### src/rtl/bar_pkg.sv
package bar_pkg;
    localparam int unsigned MAX_SLOTS = 6;
    localparam int unsigned SEL_W     = 3;
    localparam logic [SEL_W-1:0] CMD_SEL = 3'd6;
    localparam int unsigned CMD_IO_BIT  = 0;
    localparam int unsigned CMD_MEM_BIT = 1;

    typedef enum logic [1:0] {
        SLOT_BLANK,
        SLOT_SIZING,
        SLOT_LIVE
    } slot_state_e;
endpackage

### src/rtl/bar_slot.sv
module bar_slot
    import bar_pkg::*;
#(
    parameter int unsigned SIZE_LOG2 = 12,
    parameter bit          IS_IO     = 1'b0
) (
    input  logic        clk,
    input  logic        rst_n,
    input  logic        wr_en,
    input  logic [31:0] wr_data,
    input  logic        space_en,
    input  logic        req_valid,
    input  logic        req_is_io,
    input  logic [31:0] req_addr,
    output logic [31:0] rd_val,
    output logic        match
);
    // Smallest legal region: 16 bytes for memory, 4 bytes for I/O.
    localparam int unsigned MIN_LOG2 = IS_IO ? 2 : 4;
    localparam int unsigned EFF_LOG2 = (SIZE_LOG2 < MIN_LOG2) ? MIN_LOG2 : SIZE_LOG2;
    localparam logic [31:0] LOW_MASK  = (32'd1 << EFF_LOG2) - 32'd1;
    localparam logic [31:0] BASE_MASK = ~LOW_MASK;

    slot_state_e state_q, state_d;
    logic [31:0] base_q;
    logic        live;

    always_comb begin
        state_d = state_q;
        if (wr_en) begin
            if (wr_data == 32'hFFFF_FFFF) state_d = SLOT_SIZING;
            else                          state_d = SLOT_LIVE;
        end
    end

    always_ff @(posedge clk) begin
        if (!rst_n) begin
            state_q <= SLOT_BLANK;
            base_q  <= '0;
        end else begin
            state_q <= state_d;
            if (wr_en) base_q <= wr_data & BASE_MASK;
        end
    end

    always_comb begin
        unique case (state_q)
            SLOT_BLANK:  live = 1'b0;
            SLOT_SIZING: live = 1'b0;
            SLOT_LIVE:   live = 1'b1;
            default:     live = 1'b0;
        endcase
    end

    assign rd_val = base_q | {31'd0, IS_IO};
    assign match  = live && req_valid && space_en && (req_is_io == IS_IO)
                    && ((req_addr & BASE_MASK) == base_q);


    probe_enters_sizing_chk: assert property (@(posedge clk) disable iff (!rst_n)
        (wr_en && wr_data == 32'hFFFF_FFFF) |=> (state_q == SLOT_SIZING));


    write_drops_low_bits_chk: assert property (@(posedge clk) disable iff (!rst_n)
        (wr_en && wr_data != 32'hFFFF_FFFF) |=>
            (state_q == SLOT_LIVE && rd_val == (($past(wr_data) & BASE_MASK) | {31'd0, IS_IO})));


    idle_slot_silent_chk: assert property (@(posedge clk) disable iff (!rst_n)
        (state_q != SLOT_LIVE) |-> !match);
endmodule

### src/rtl/hit_picker.sv
module hit_picker
    import bar_pkg::*;
#(
    parameter int unsigned N = 6
) (
    input  logic [N-1:0]     match_vec,
    output logic             hit,
    output logic [SEL_W-1:0] hit_idx,
    output logic             multi_hit
);
    always_comb begin
        hit     = 1'b0;
        hit_idx = '0;
        for (int k = N - 1; k >= 0; k--) begin
            if (match_vec[k]) begin
                hit     = 1'b1;
                hit_idx = SEL_W'(k);
            end
        end
    end

    assign multi_hit = (match_vec & (match_vec - 1'b1)) != '0;


    always_comb begin
        if (hit) begin
            lowest_wins_chk: assert ((match_vec & ((N'(1) << hit_idx) - N'(1))) == '0 && match_vec[hit_idx]);
        end
    end
endmodule

### src/rtl/bar_decoder.sv
module bar_decoder
    import bar_pkg::*;
#(
    parameter int unsigned NUM_BARS = 6,
    parameter int unsigned BAR_SIZE_LOG2 [MAX_SLOTS] = '{12, 4, 16, 8, 4, 20},
    parameter logic [MAX_SLOTS-1:0] BAR_IS_IO = 6'b001010
) (
    input  logic        clk,
    input  logic        rst_n,
    input  logic        cfg_wr_en,
    input  logic [2:0]  cfg_wr_sel,
    input  logic [31:0] cfg_wr_data,
    input  logic [2:0]  cfg_rd_sel,
    output logic [31:0] cfg_rd_data,
    input  logic        req_valid,
    input  logic        req_is_io,
    input  logic [31:0] req_addr,
    output logic        hit,
    output logic [2:0]  hit_idx,
    output logic        multi_hit
);
    logic [1:0]          cmd_q;
    logic [31:0]         rd_vals [NUM_BARS];
    logic [NUM_BARS-1:0] match_vec;

    always_ff @(posedge clk) begin
        if (!rst_n)                                  cmd_q <= 2'b00;
        else if (cfg_wr_en && cfg_wr_sel == CMD_SEL) cmd_q <= cfg_wr_data[1:0];
    end

    for (genvar g = 0; g < NUM_BARS; g++) begin : g_slot
        logic slot_en;
        assign slot_en = BAR_IS_IO[g] ? cmd_q[CMD_IO_BIT] : cmd_q[CMD_MEM_BIT];
        bar_slot #(
            .SIZE_LOG2 (BAR_SIZE_LOG2[g]),
            .IS_IO     (BAR_IS_IO[g])
        ) u_slot (
            .clk       (clk),
            .rst_n     (rst_n),
            .wr_en     (cfg_wr_en && cfg_wr_sel == SEL_W'(g)),
            .wr_data   (cfg_wr_data),
            .space_en  (slot_en),
            .req_valid (req_valid),
            .req_is_io (req_is_io),
            .req_addr  (req_addr),
            .rd_val    (rd_vals[g]),
            .match     (match_vec[g])
        );
    end

    always_comb begin
        cfg_rd_data = '0;
        if (cfg_rd_sel < SEL_W'(NUM_BARS))  cfg_rd_data = rd_vals[cfg_rd_sel];
        else if (cfg_rd_sel == CMD_SEL)     cfg_rd_data = {30'd0, cmd_q};
    end

    hit_picker #(.N(NUM_BARS)) u_pick (
        .match_vec (match_vec),
        .hit       (hit),
        .hit_idx   (hit_idx),
        .multi_hit (multi_hit)
    );


    hit_needs_valid_chk: assert property (@(posedge clk) disable iff (!rst_n)
        hit |-> req_valid);


    hit_needs_space_en_chk: assert property (@(posedge clk) disable iff (!rst_n)
        hit |-> (req_is_io ? cmd_q[CMD_IO_BIT] : cmd_q[CMD_MEM_BIT]));


    multi_implies_hit_chk: assert property (@(posedge clk) disable iff (!rst_n)
        multi_hit |-> hit);


    idle_index_zero_chk: assert property (@(posedge clk) disable iff (!rst_n)
        !hit |-> (hit_idx == 3'd0 && !multi_hit));
endmodule

### config.mk
export PLATFORM = sky130hd
export DESIGN_NAME = bar_decoder
export DESIGN_NICKNAME = d
export VERILOG_FILES = /design/src/rtl/bar_pkg.sv /design/src/rtl/bar_slot.sv /design/src/rtl/hit_picker.sv /design/src/rtl/bar_decoder.sv
export SDC_FILE = /design/constraint.sdc
export NUM_CORES = 1
export LEC_CHECK = 0
export ABC_AREA = 0
export ABC_CLOCK_PERIOD_IN_PS = 2600
export BUFFER_PORTS_ARGS = -buffer_cell sky130_fd_sc_hd__buf_2
export CORE_ASPECT_RATIO = 0.6
export CORE_MARGIN = 4
export CORE_UTILIZATION = 45
export CTS_CLUSTER_DIAMETER = 100
export DETAILED_ROUTE_END_ITERATION = 12
export GPL_TIMING_DRIVEN = 1
export PLACE_DENSITY = 0.66
export SYNTH_ARGS = -nofsm -noshare
export SYNTH_HDL_FRONTEND = slang
export SYNTH_SLANG_ARGS = --single-unit
### constraint.sdc
create_clock -name clk -period 2.6 [get_ports clk]
set_clock_uncertainty 0.05 [all_clocks]
set_input_delay 0.52 -clock clk [delete_from_list [all_inputs] [get_ports clk]]
set_output_delay 0.52 -clock clk [all_outputs]
set_load 0.005 [all_outputs]
# --- After elaboration in Yosys (flattened, before gate mapping) ---
# Cells that the tools add are included.
classes:
  add_sub_neg: 1
  n_lt_le_gt_ge: 2
  muxes: 24
  n_eq_ne: 20
  reduce_logical: 33
  bitwise: 3
op_table:
  columns: ["cell", "count"]
  rows:
  - ["binary-select mux 32 bit (select 3 bit)", 1]
  - ["two-way mux 32 bit", 3]
  - ["== test 28 bit", 2]
  - ["== test 32 bit, second input constant", 1]
  - ["logical AND 1 bit", 31]
  - ["== test 24 bit", 1]
  - ["== test 20 bit", 1]
  - ["two-way mux 3 bit", 6]
  - ["== test 16 bit", 1]
  - ["== test 12 bit", 1]
  - ["== test 2 bit, second input constant", 6]
  - ["== test 3 bit, second input constant", 4]
  - ["two-way mux 1 bit", 12]
  - ["bitwise AND 6 bit", 1]
  - ["== test 3 x 2 -> 1 bit, second input constant", 2]
  - ["nonzero test 6 bit", 1]
  - ["subtractor 6 x 1 -> 6 bit, second input constant", 1]
  - [">= comparator 4 bit, second input constant", 1]
  - ["two-way mux 2 bit", 2]
  - ["NOT 3 -> 4 bit", 1]
  - ["== test 3 x 1 -> 1 bit, second input constant", 1]
  - ["logical NOT 3 bit", 1]
  - ["less-than comparator 3 bit, second input constant", 1]
  - ["NOT 1 bit", 1]
totals:
  out_inout_bits: 37
  inputBits: 75
  register_bits: 142

# --- Logic depth before layout (Yosys ltp) ---
# Gate-level depths: netlist of run 1.
depth:
  depth_word: 12
  mapped_depth: 7

# --- Hierarchy ---
# A second synthesis of run 1 with hierarchy kept.
unflattened:
  cells_unflattened: 998
  hier_area_um2: 9510.4
by_module_without_submodules:
  columns: ["mod", "instances", "cells_per_inst", "seq_area_each_um2", "area_per_inst_um2"]
  rows:
  - ["bar_decoder", 1, 208, 40.0, 1786.7]
  - ["bar_slot at g_slot[1].u_slot", 1, 154, 600.6, 1540.2]
  - ["bar_slot at g_slot[4].u_slot", 1, 153, 600.6, 1536.5]
  - ["bar_slot at g_slot[3].u_slot", 1, 139, 520.5, 1377.6]
  - ["bar_slot at g_slot[0].u_slot", 1, 124, 440.4, 1214.9]
  - ["bar_slot at g_slot[2].u_slot", 1, 109, 360.3, 1052.3]
  - ["bar_slot at g_slot[5].u_slot", 1, 96, 280.3, 903.4]
  - ["hit_picker", 1, 15, 0.0, 98.8]

# --- Least setup slack after synthesis of run 1 ---
# No wires, ideal clock.
synth_timing:
  kind: "input -> output"
  from: "in req_addr[18]"
  to: "out multi_hit"
  cell_stages: 7
  required_ps: 2030
  arrival_time_ps: 2096
  setup_slack_ps: -66
  path_buffers: 1
  path_cell_list: "buf_2 xnor2_2 nand4_1 or4_4 nor4_4 nor4bb_1 a221oi_2"
synth_via:
  elab_chain_cells: 5
  word_cells_on_any_way: 13
  cone_classes: "1 x add/sub; 5 x eq/ne; 1 x bitwise; 6 x reduce/logical"
synth_lines:
  columns: ["item", "line", "text"]
  rows:
  - ["start: declaration", "bar_decoder.sv:17", "input logic [31:0] req_addr,"]
  - ["== test 28 bit, or another cell as far along", "bar_slot.sv:57", "&& ((req_addr & BASE_MASK) == base_q);"]
  - ["logical AND 1 bit", "bar_slot.sv:57", null]
  - ["subtractor 6 x 1 -> 6 bit", "hit_picker.sv:22", "assign multi_hit = (match_vec & (match_vec - 1'b1)) != '0;"]
  - ["bitwise AND 6 bit *", "hit_picker.sv:22", null]
  - ["nonzero test 6 bit *", "hit_picker.sv:22", null]
  - ["end: declaration", "bar_decoder.sv:20", "output logic multi_hit"]
# Mark *: on every way between the ends. The rest lies on a longest branch, timed or not.

# --- Worst setup path in the final report of run 1 ---
layout_timing:
  from: "reg g_slot[3].u_slot.base_q[10]"
  to: "out multi_hit"
layout_via:
  elab_chain_cells: 5
layout_lines:
  columns: ["item", "line", "text"]
  rows:
  - ["start: declaration", "bar_slot.sv:25", "logic [31:0] base_q;"]
  - ["start signal: assignment", "bar_slot.sv:42", "if (wr_en) base_q <= wr_data & BASE_MASK;"]
  - ["== test 24 bit *", "bar_slot.sv:57", null]
  - ["logical AND 1 bit *", "bar_slot.sv:57", null]
  - ["subtractor 6 x 1 -> 6 bit", "hit_picker.sv:22", null]
  - ["bitwise AND 6 bit *", "hit_picker.sv:22", null]
  - ["nonzero test 6 bit *", "hit_picker.sv:22", null]
# Marked as above.

==> out/qor.csv, run 1 <==
metric;value;unit
status;finished with violations;
failing checks;negative setup slack;
Total Wirelength;29.3;mm
H-Tree Depth;4;
first-pass GRT wire length;43.7;mm
largest cells by area after synthesis;dfxtp_1, nand2_1, a21boi_0;
DRT Pass-1 Iters;5;
Yosys warnings;0;
Top delay family on crit path;simple AND/OR/NAND/NOR gates;
cell with the most instances after synthesis;nand2_1;
Data required, critical path;2030;ps
Synth Register Bits;142;
Post-synth EDFFs;0;
gp weighted congestion;0.961;
power density of the placed cells;581;mW/mm2
CTS Buf Count;17;
vias in the first global route;7366;
Final HPWL DP;20.9;mm
CTS root buf;clkbuf_16;
Logic pwr share;12.3;%
via/cell ratio;5.70;
worst vdd ir;414;uV
hold path depth;3;
Main synth FF type;dfxtp_1;
final std cells w/o fill;1366;
Final min period;3100;ps
CP Capture Type;output pin;
share of post-route cells with drive strength above 1;23.4;%
Avg Cell Area, Syn;8.08;um2
slowest cell delay on critical path;380;ps
Crit Path Max Fanout;3;
DIE WIDTH;179;um
clock latency on the worst-skew pair;410;ps
Antenna Cells;0;
Worst Hold Class;input port to flip-flop;
commonest cells in the netlist;nand2_1, dfxtp_1, a21boi_0;
TritonCTS clock tree;done;
hold buffers post-CTS;0;
critical-path cell list;xor2_4, nor4_2, nand4b_1, nor4_4, nor4bb_2, a221oi_2, buf_2;
Least-Margin Pin Slew;634;ps
largest net degree at the start of global routing;72;
nets@finish;1194;
IO Count;112;
DR iter-0 viols;940;
Fill cells;1559;
Reg2Reg Depth;3;
Max Slew Vio Count;0;
relative slew slack;57.7;%
initial core utilization;46.0;%
Sw Ratio;25.5;%
endpoints failing setup;5;
number of remaining DRC errors;0;
post-route setup slack;-499;ps
ys async rst share;0;%
Final Util;58.0;%
P_leak;0.00384;uW
Overflow after GRT;0;
initial antenna violation count;0;
die area;0.0199;mm2
max_cap viols;0;
Max Fclk;323;MHz
routed length per instance;21.4;um
WP depth;7;
Clock transition at path regs;70;ps
row cnt;37;
RSZ-0062 raised after global routing;true;
Placed Cells;1333;
crit path DAT;2530;ps
PortBufs;105;
CTS max path bufs;2;
Antenna Nets Post-Route;0;
WS Path Type;flip-flop to output pin;
Post-Synthesis Cells;980;
Hold Vio Cnt, Final;0;
slowest CP cell;nor4_4;
sequential area share after synthesis;35.9;%
final worst-path cycle share;119;%
gr usage total;29.0;%
routed vias;7786;
P_sw;1480;uW
Buf/Inv on CP;1;
top cell type's share of synthesized area;35.9;%
Core Box Area;0.0172;mm2
Clock Power Share;48.6;%
Pint;4320;uW
post-synthesis cell area;0.00792;mm2
leading area contributor after synthesis;dfxtp_1;
sequential fraction of design power;39.0;%
DIE HEIGHT;111;um
Startpoint Class;flip-flop;
Sink Count;142;
Area Overhead vs Synth;26.1;%
Yosys cell types;42;
==> tightest hold or removal path, cell delays in order <==
cell      delay [ps]
buf_2            120
nand2_1           60
a21boi_1          50
==> layout by cell type (no fill, tap or decap), types with 3 or more instances in the layout <==
cell	Yosys	routed
nand2_1	283	282
dfxtp_1	142	140
buf_2	3	104
buf_4	3	85
a21boi_0	83	83
xnor2_1	70	70
xor2_1	57	55
a21boi_1	47	46
nor2_1	38	35
nand4_1	28	28
o21ai_0	26	26
mux2i_1	18	18
clkbuf_16	0	17
mux4_2	16	16
nor4_1	18	14
a21oi_1	12	12
nor2b_1	13	12
nand3_1	12	11
inv_1	6	6
bufinv_16	0	6
nand2b_1	5	5
buf_12	0	5
a22oi_1	4	4
nor4_2	1	4
and3_1	3	3
clkinv_4	0	3
==> cells by family after synthesis <==
group | count (synthesis) | share of synthesized area, %
mux | 34 | 6.82
flops | 142 | 35.9
buf+inv | 81 | 4.22
simple gates | 416 | 23.1
other cells | 1 | 0.0473
xor+xnor | 128 | 14.2
compound gates | 178 | 15.7
==> area by class of cell <==
class	count	area (um2)	area share [%]
multi-input combinational	758	4900	49.0
sequential	142	2850	28.5
timing repair buffer	194	1260	12.6
clock buffer	19	433	4.33
tap	234	293	2.93
clock inverter	13	236	2.37
inverter	6	22.5	0.225
==> routing by layer <==
layer | up-vias | GRT usage, % | share of wire (%)
met5 | - | 0 | 0
met4 | 0 | 7.86 | 2.0
met3 | 46 | 9.58 | 13
met2 | 468 | 39.1 | 41
met1 | 3720 | 43.7 | 45
li1 | 3552 | - | -
==> state kept, by name, summed over array words and instances, names as in the netlist <==
register               flops
g_slot.u_slot.rd_val      76
g_slot.u_slot.state_q     12
cmd_q                      2
g_slot.u_slot.base_q      52
==> metrics by stage <==
step / total power [uW] / worst slack (ps) / setup TNS [ps] / cell area (um2) / hold slack, ps
final: 5800 / -499 / -1980 / 9990 / 317
after global routing: 5940 / -503 / -2060 / 9990 / 325
after CTS: 5780 / -509 / -2070 / 9890 / 308
after detailed placement: 2990 / -463 / -1900 / 9180 / 427
after global placement: 2990 / -416 / -1650 / 9180 / 420
after floorplan: 2660 / 23.6 / 0 / 7930 / 407
==> path summary, 6_finish.rpt <==
path | from | slack, ps | to
setup / recovery | g_slot[3].u_slot.base_q[10] | -500 | multi_hit
hold / removal | cfg_wr_data[6] | 320 | g_slot[1].u_slot.base_q[6]
setup reg to reg | g_slot[1].u_slot.base_q[22] | 1750 | g_slot[1].u_slot.base_q[22]
hold reg to reg | g_slot[2].u_slot.rd_val[23] | 440 | g_slot[2].u_slot.rd_val[23]
==> power by group through the flow <==
stage               logic [uW]  clock network, uW  registers (uW)
finish                     716               2820            2270
global placement           676                  0            2310
CTS                        690               2830            2260
detailed placement         679                  0            2310
global route               752               2920            2270
floorplan                  355                  0            2300
==> repair_timing <==
item | CTS | global route
setup buffers | 0 | 1
pin swaps | 7 | 12
gates resized for setup | 9 | 15
endpoints found under the setup margin | 5 | 5
(Power assumes the default switching activity.)
==> inputs of run 2 (changes only) <==
--- a/config.mk
+++ b/config.mk
@@ -8,13 +8,15 @@
 export ABC_AREA = 0
 export ABC_CLOCK_PERIOD_IN_PS = 2600
 export BUFFER_PORTS_ARGS = -buffer_cell sky130_fd_sc_hd__buf_2
+export CELL_PAD_IN_SITES_DETAIL_PLACEMENT = 0
+export CELL_PAD_IN_SITES_GLOBAL_PLACEMENT = 1
 export CORE_ASPECT_RATIO = 0.6
 export CORE_MARGIN = 4
-export CORE_UTILIZATION = 45
+export CORE_UTILIZATION = 39
 export CTS_CLUSTER_DIAMETER = 100
 export DETAILED_ROUTE_END_ITERATION = 12
 export GPL_TIMING_DRIVEN = 1
-export PLACE_DENSITY = 0.66
+export PLACE_DENSITY = 0.75
 export SYNTH_ARGS = -nofsm -noshare
 export SYNTH_HDL_FRONTEND = slang
 export SYNTH_SLANG_ARGS = --single-unit
==> out/qor.csv, run 2 (synthesized netlist as in run 1, its figures left out) <==
metric;value;unit;change
power density of the placed cells;564;mW/mm2;-2.8%
H-Tree Depth;4;;unchanged
CP Capture Type;output pin;;
first-pass GRT wire length;47.3;mm;+8.2%
Antenna Cells;0;;unchanged
Startpoint Class;flip-flop;;
routed vias;7788;;+0.026%
Sink Count;142;;unchanged
Worst Hold Class;input port to flip-flop;;
IO Count;112;;unchanged
Data required, critical path;2030;ps;about the same
Buf/Inv on CP;2;;+1
Area Overhead vs Synth;28.9;%;
Place WS;-545;ps;-82.1 ps
P_leak;0.00397;uW;+3.3%
gp weighted congestion;0.920;;-4.2%
post-route cell area;0.0102;mm2;+2.2%
final worst-path cycle share;120;%;+0.91 points
Final HPWL DP;22.5;mm;+7.9%
Final Util;51.1;%;-6.9 points
post-route setup slack;-523;ps;-23.8 ps
CTS max path bufs;2;;unchanged
DIE HEIGHT;118;um;+6.9%
FF-to-FF Start;g_slot[1].u_slot.base_q[23];;
share of post-route cells with drive strength above 1;25.7;%;+2.3 points
endpoints failing setup;5;;unchanged
failing checks;negative setup slack;;
die area;0.0227;mm2;+14%
RSZ-0062 raised after global routing;true;;
Overflow after GRT;0;;unchanged
critical-path cell list;xnor2_4, nand4_1, or4_4, nor4_4, buf_4, o21bai_1, a21boi_1, buf_2;;
largest net degree at the start of global routing;55;;-24%
via/cell ratio;5.45;;-4.3%
DRT Pass-1 Iters;5;;unchanged
CTS root buf;clkbuf_16;;
crit path DAT;2550;ps;+20 ps
Hold Vio Cnt, Final;0;;unchanged
DIE WIDTH;192;um;+7.1%
routed length per instance;22.1;um;+2.9%
Least-Margin Pin Slew;563;ps;-71.2 ps
number of remaining DRC errors;0;;unchanged
Reg2Reg Depth;3;;unchanged
clock latency on the worst-skew pair;430;ps;+20 ps
gr usage total;28.0;%;-1.0 points
vias in the first global route;7487;;+1.6%
Max Fclk;320;MHz;-0.76%
Post-Route Setup TNS;-2250;ps;-274 ps
max_cap viols;0;;unchanged
Clock transition at path regs;60;ps;about the same
hold path depth;3;;unchanged
most common cell after layout, fill and taps aside;nand2_1;;
CTS Buf Count;17;;unchanged
Max Slew Vio Count;0;;unchanged
worst vdd ir;459;uV;+11%
DR iter-0 viols;877;;-6.7%
Core Box Area;0.0200;mm2;+16%
hold endpoint;g_slot[1].u_slot.base_q[6];;
HP Start;cfg_wr_data[6];;
worst reg2reg setup slack;1730;ps;-20 ps
initial core utilization;39.7;%;-6.3 points
Crit Path Max Fanout;3;;unchanged
initial antenna violation count;1;;+1
slowest CP cell;or4_4;;
Antenna Nets Post-Route;0;;unchanged
multi-input logic area;0.00492;mm2;+0.46%
Final min period;3120;ps;+23.8 ps
Placed Instance Area;0.00939;mm2;+2.3%
relative slew slack;62.5;%;+4.7 points
Top delay family on crit path;simple AND/OR/NAND/NOR gates;;
RR Endpoint;g_slot[1].u_slot.base_q[23];;
most frequent cells in the layout;nand2_1, dfxtp_1, buf_4;;
Fill cells;1927;;+24%
slowest cell delay on critical path;550;ps;+170 ps
Total Wirelength;31.5;mm;+7.6%
row cnt;40;;+8.1%
nets@finish;1217;;+1.9%
sequential cell area;0.00285;mm2;+0.18%
TritonCTS clock tree;done;;
PortBufs;105;;unchanged
max reg flops;76;;unchanged
WS Path Type;flip-flop to output pin;;
hold buffers post-CTS;0;;unchanged
status;finished with violations;;
## run 2: cell types whose count changed in the layout (fill, tap and decap cells not counted), moves of 3 or more
cell / before / now
xnor2_2: 0 / 7
clkinv_2: 1 / 4
buf_4: 85 / 108
xnor2_1: 70 / 63
dfxtp_2: 1 / 5
dfxtp_1: 140 / 136
## run 2: where the power goes
part	leakage, uW	switching [uW]	internal, uW
Sequential	0.00115	44.1	2220
Combinational	0.00251	444	312
Clock	0.000309	1040	1700
Total	0.00397	1530	4230
## run 2: layout make-up
type                            count  area share, %
Clock inverter                     15           2.14
Inverter                            6          0.221
Multi-Input combinational cell    758           48.2
Sequential cell                   142           27.9
Tap cell                          273           3.34
Timing Repair Buffer              217           14.0
Clock buffer                       17           4.17
## run 2: worst max-delay path by stage
| stage | slack (ps) | depth (start not counted) | end | from |
|---|---|---|---|---|
| detailed placement | -540 | 9 | multi_hit | req_addr[29] |
| global placement | -540 | 9 | multi_hit | req_addr[29] |
| floorplan | 20 | 7 | multi_hit | req_addr[27] |
| CTS | -460 | 7 | multi_hit | g_slot[3].u_slot.base_q[18] |
| global route | -590 | 7 | multi_hit | g_slot[3].u_slot.base_q[9] |
| finish | -520 | 8 | hit_idx[0] | g_slot[3].u_slot.base_q[18] |
## run 2: metal layers
| metal | track usage (%) | vias to the layer above | wire, um | share of wire (%) |
|---|---|---|---|---|
| met5 | 0 | - | 11 | 0.035 |
| met4 | 6.32 | 2 | 556 | 1.8 |
| met3 | 9.83 | 45 | 4160 | 13 |
| met2 | 36.7 | 431 | 12200 | 39 |
| met1 | 43.1 | 3711 | 14600 | 46 |
| li1 | - | 3599 | - | - |
## run 2: worst reg2reg max path: cells and delay by family, from the launching register on
kind / cells / cell delay (ps)
buffers and inverters: 1 / 140
AOI/OAI and AO/OA: 1 / 170
and+or+nand+nor: 1 / 50
DFF: 1 / 390
## run 2: timing repair
item,4_1_cts,5_1_grt
setup buffers,1,1
pin swaps,10,6
setup endpoints to repair,5,5
resized for setup,15,13
gates cloned,0,0
## run 2: through the flow
stage | hold WS [ps] | cells | power [uW]
final | 306 | 1428 | 5770
after global routing | 312 | 1428 | 5930
after CTS | 296 | 1427 | 5760
after detailed placement | 421 | 1394 | 3030
after global placement | 419 | 1394 | 3020
after floorplan | 407 | 981 | 2660
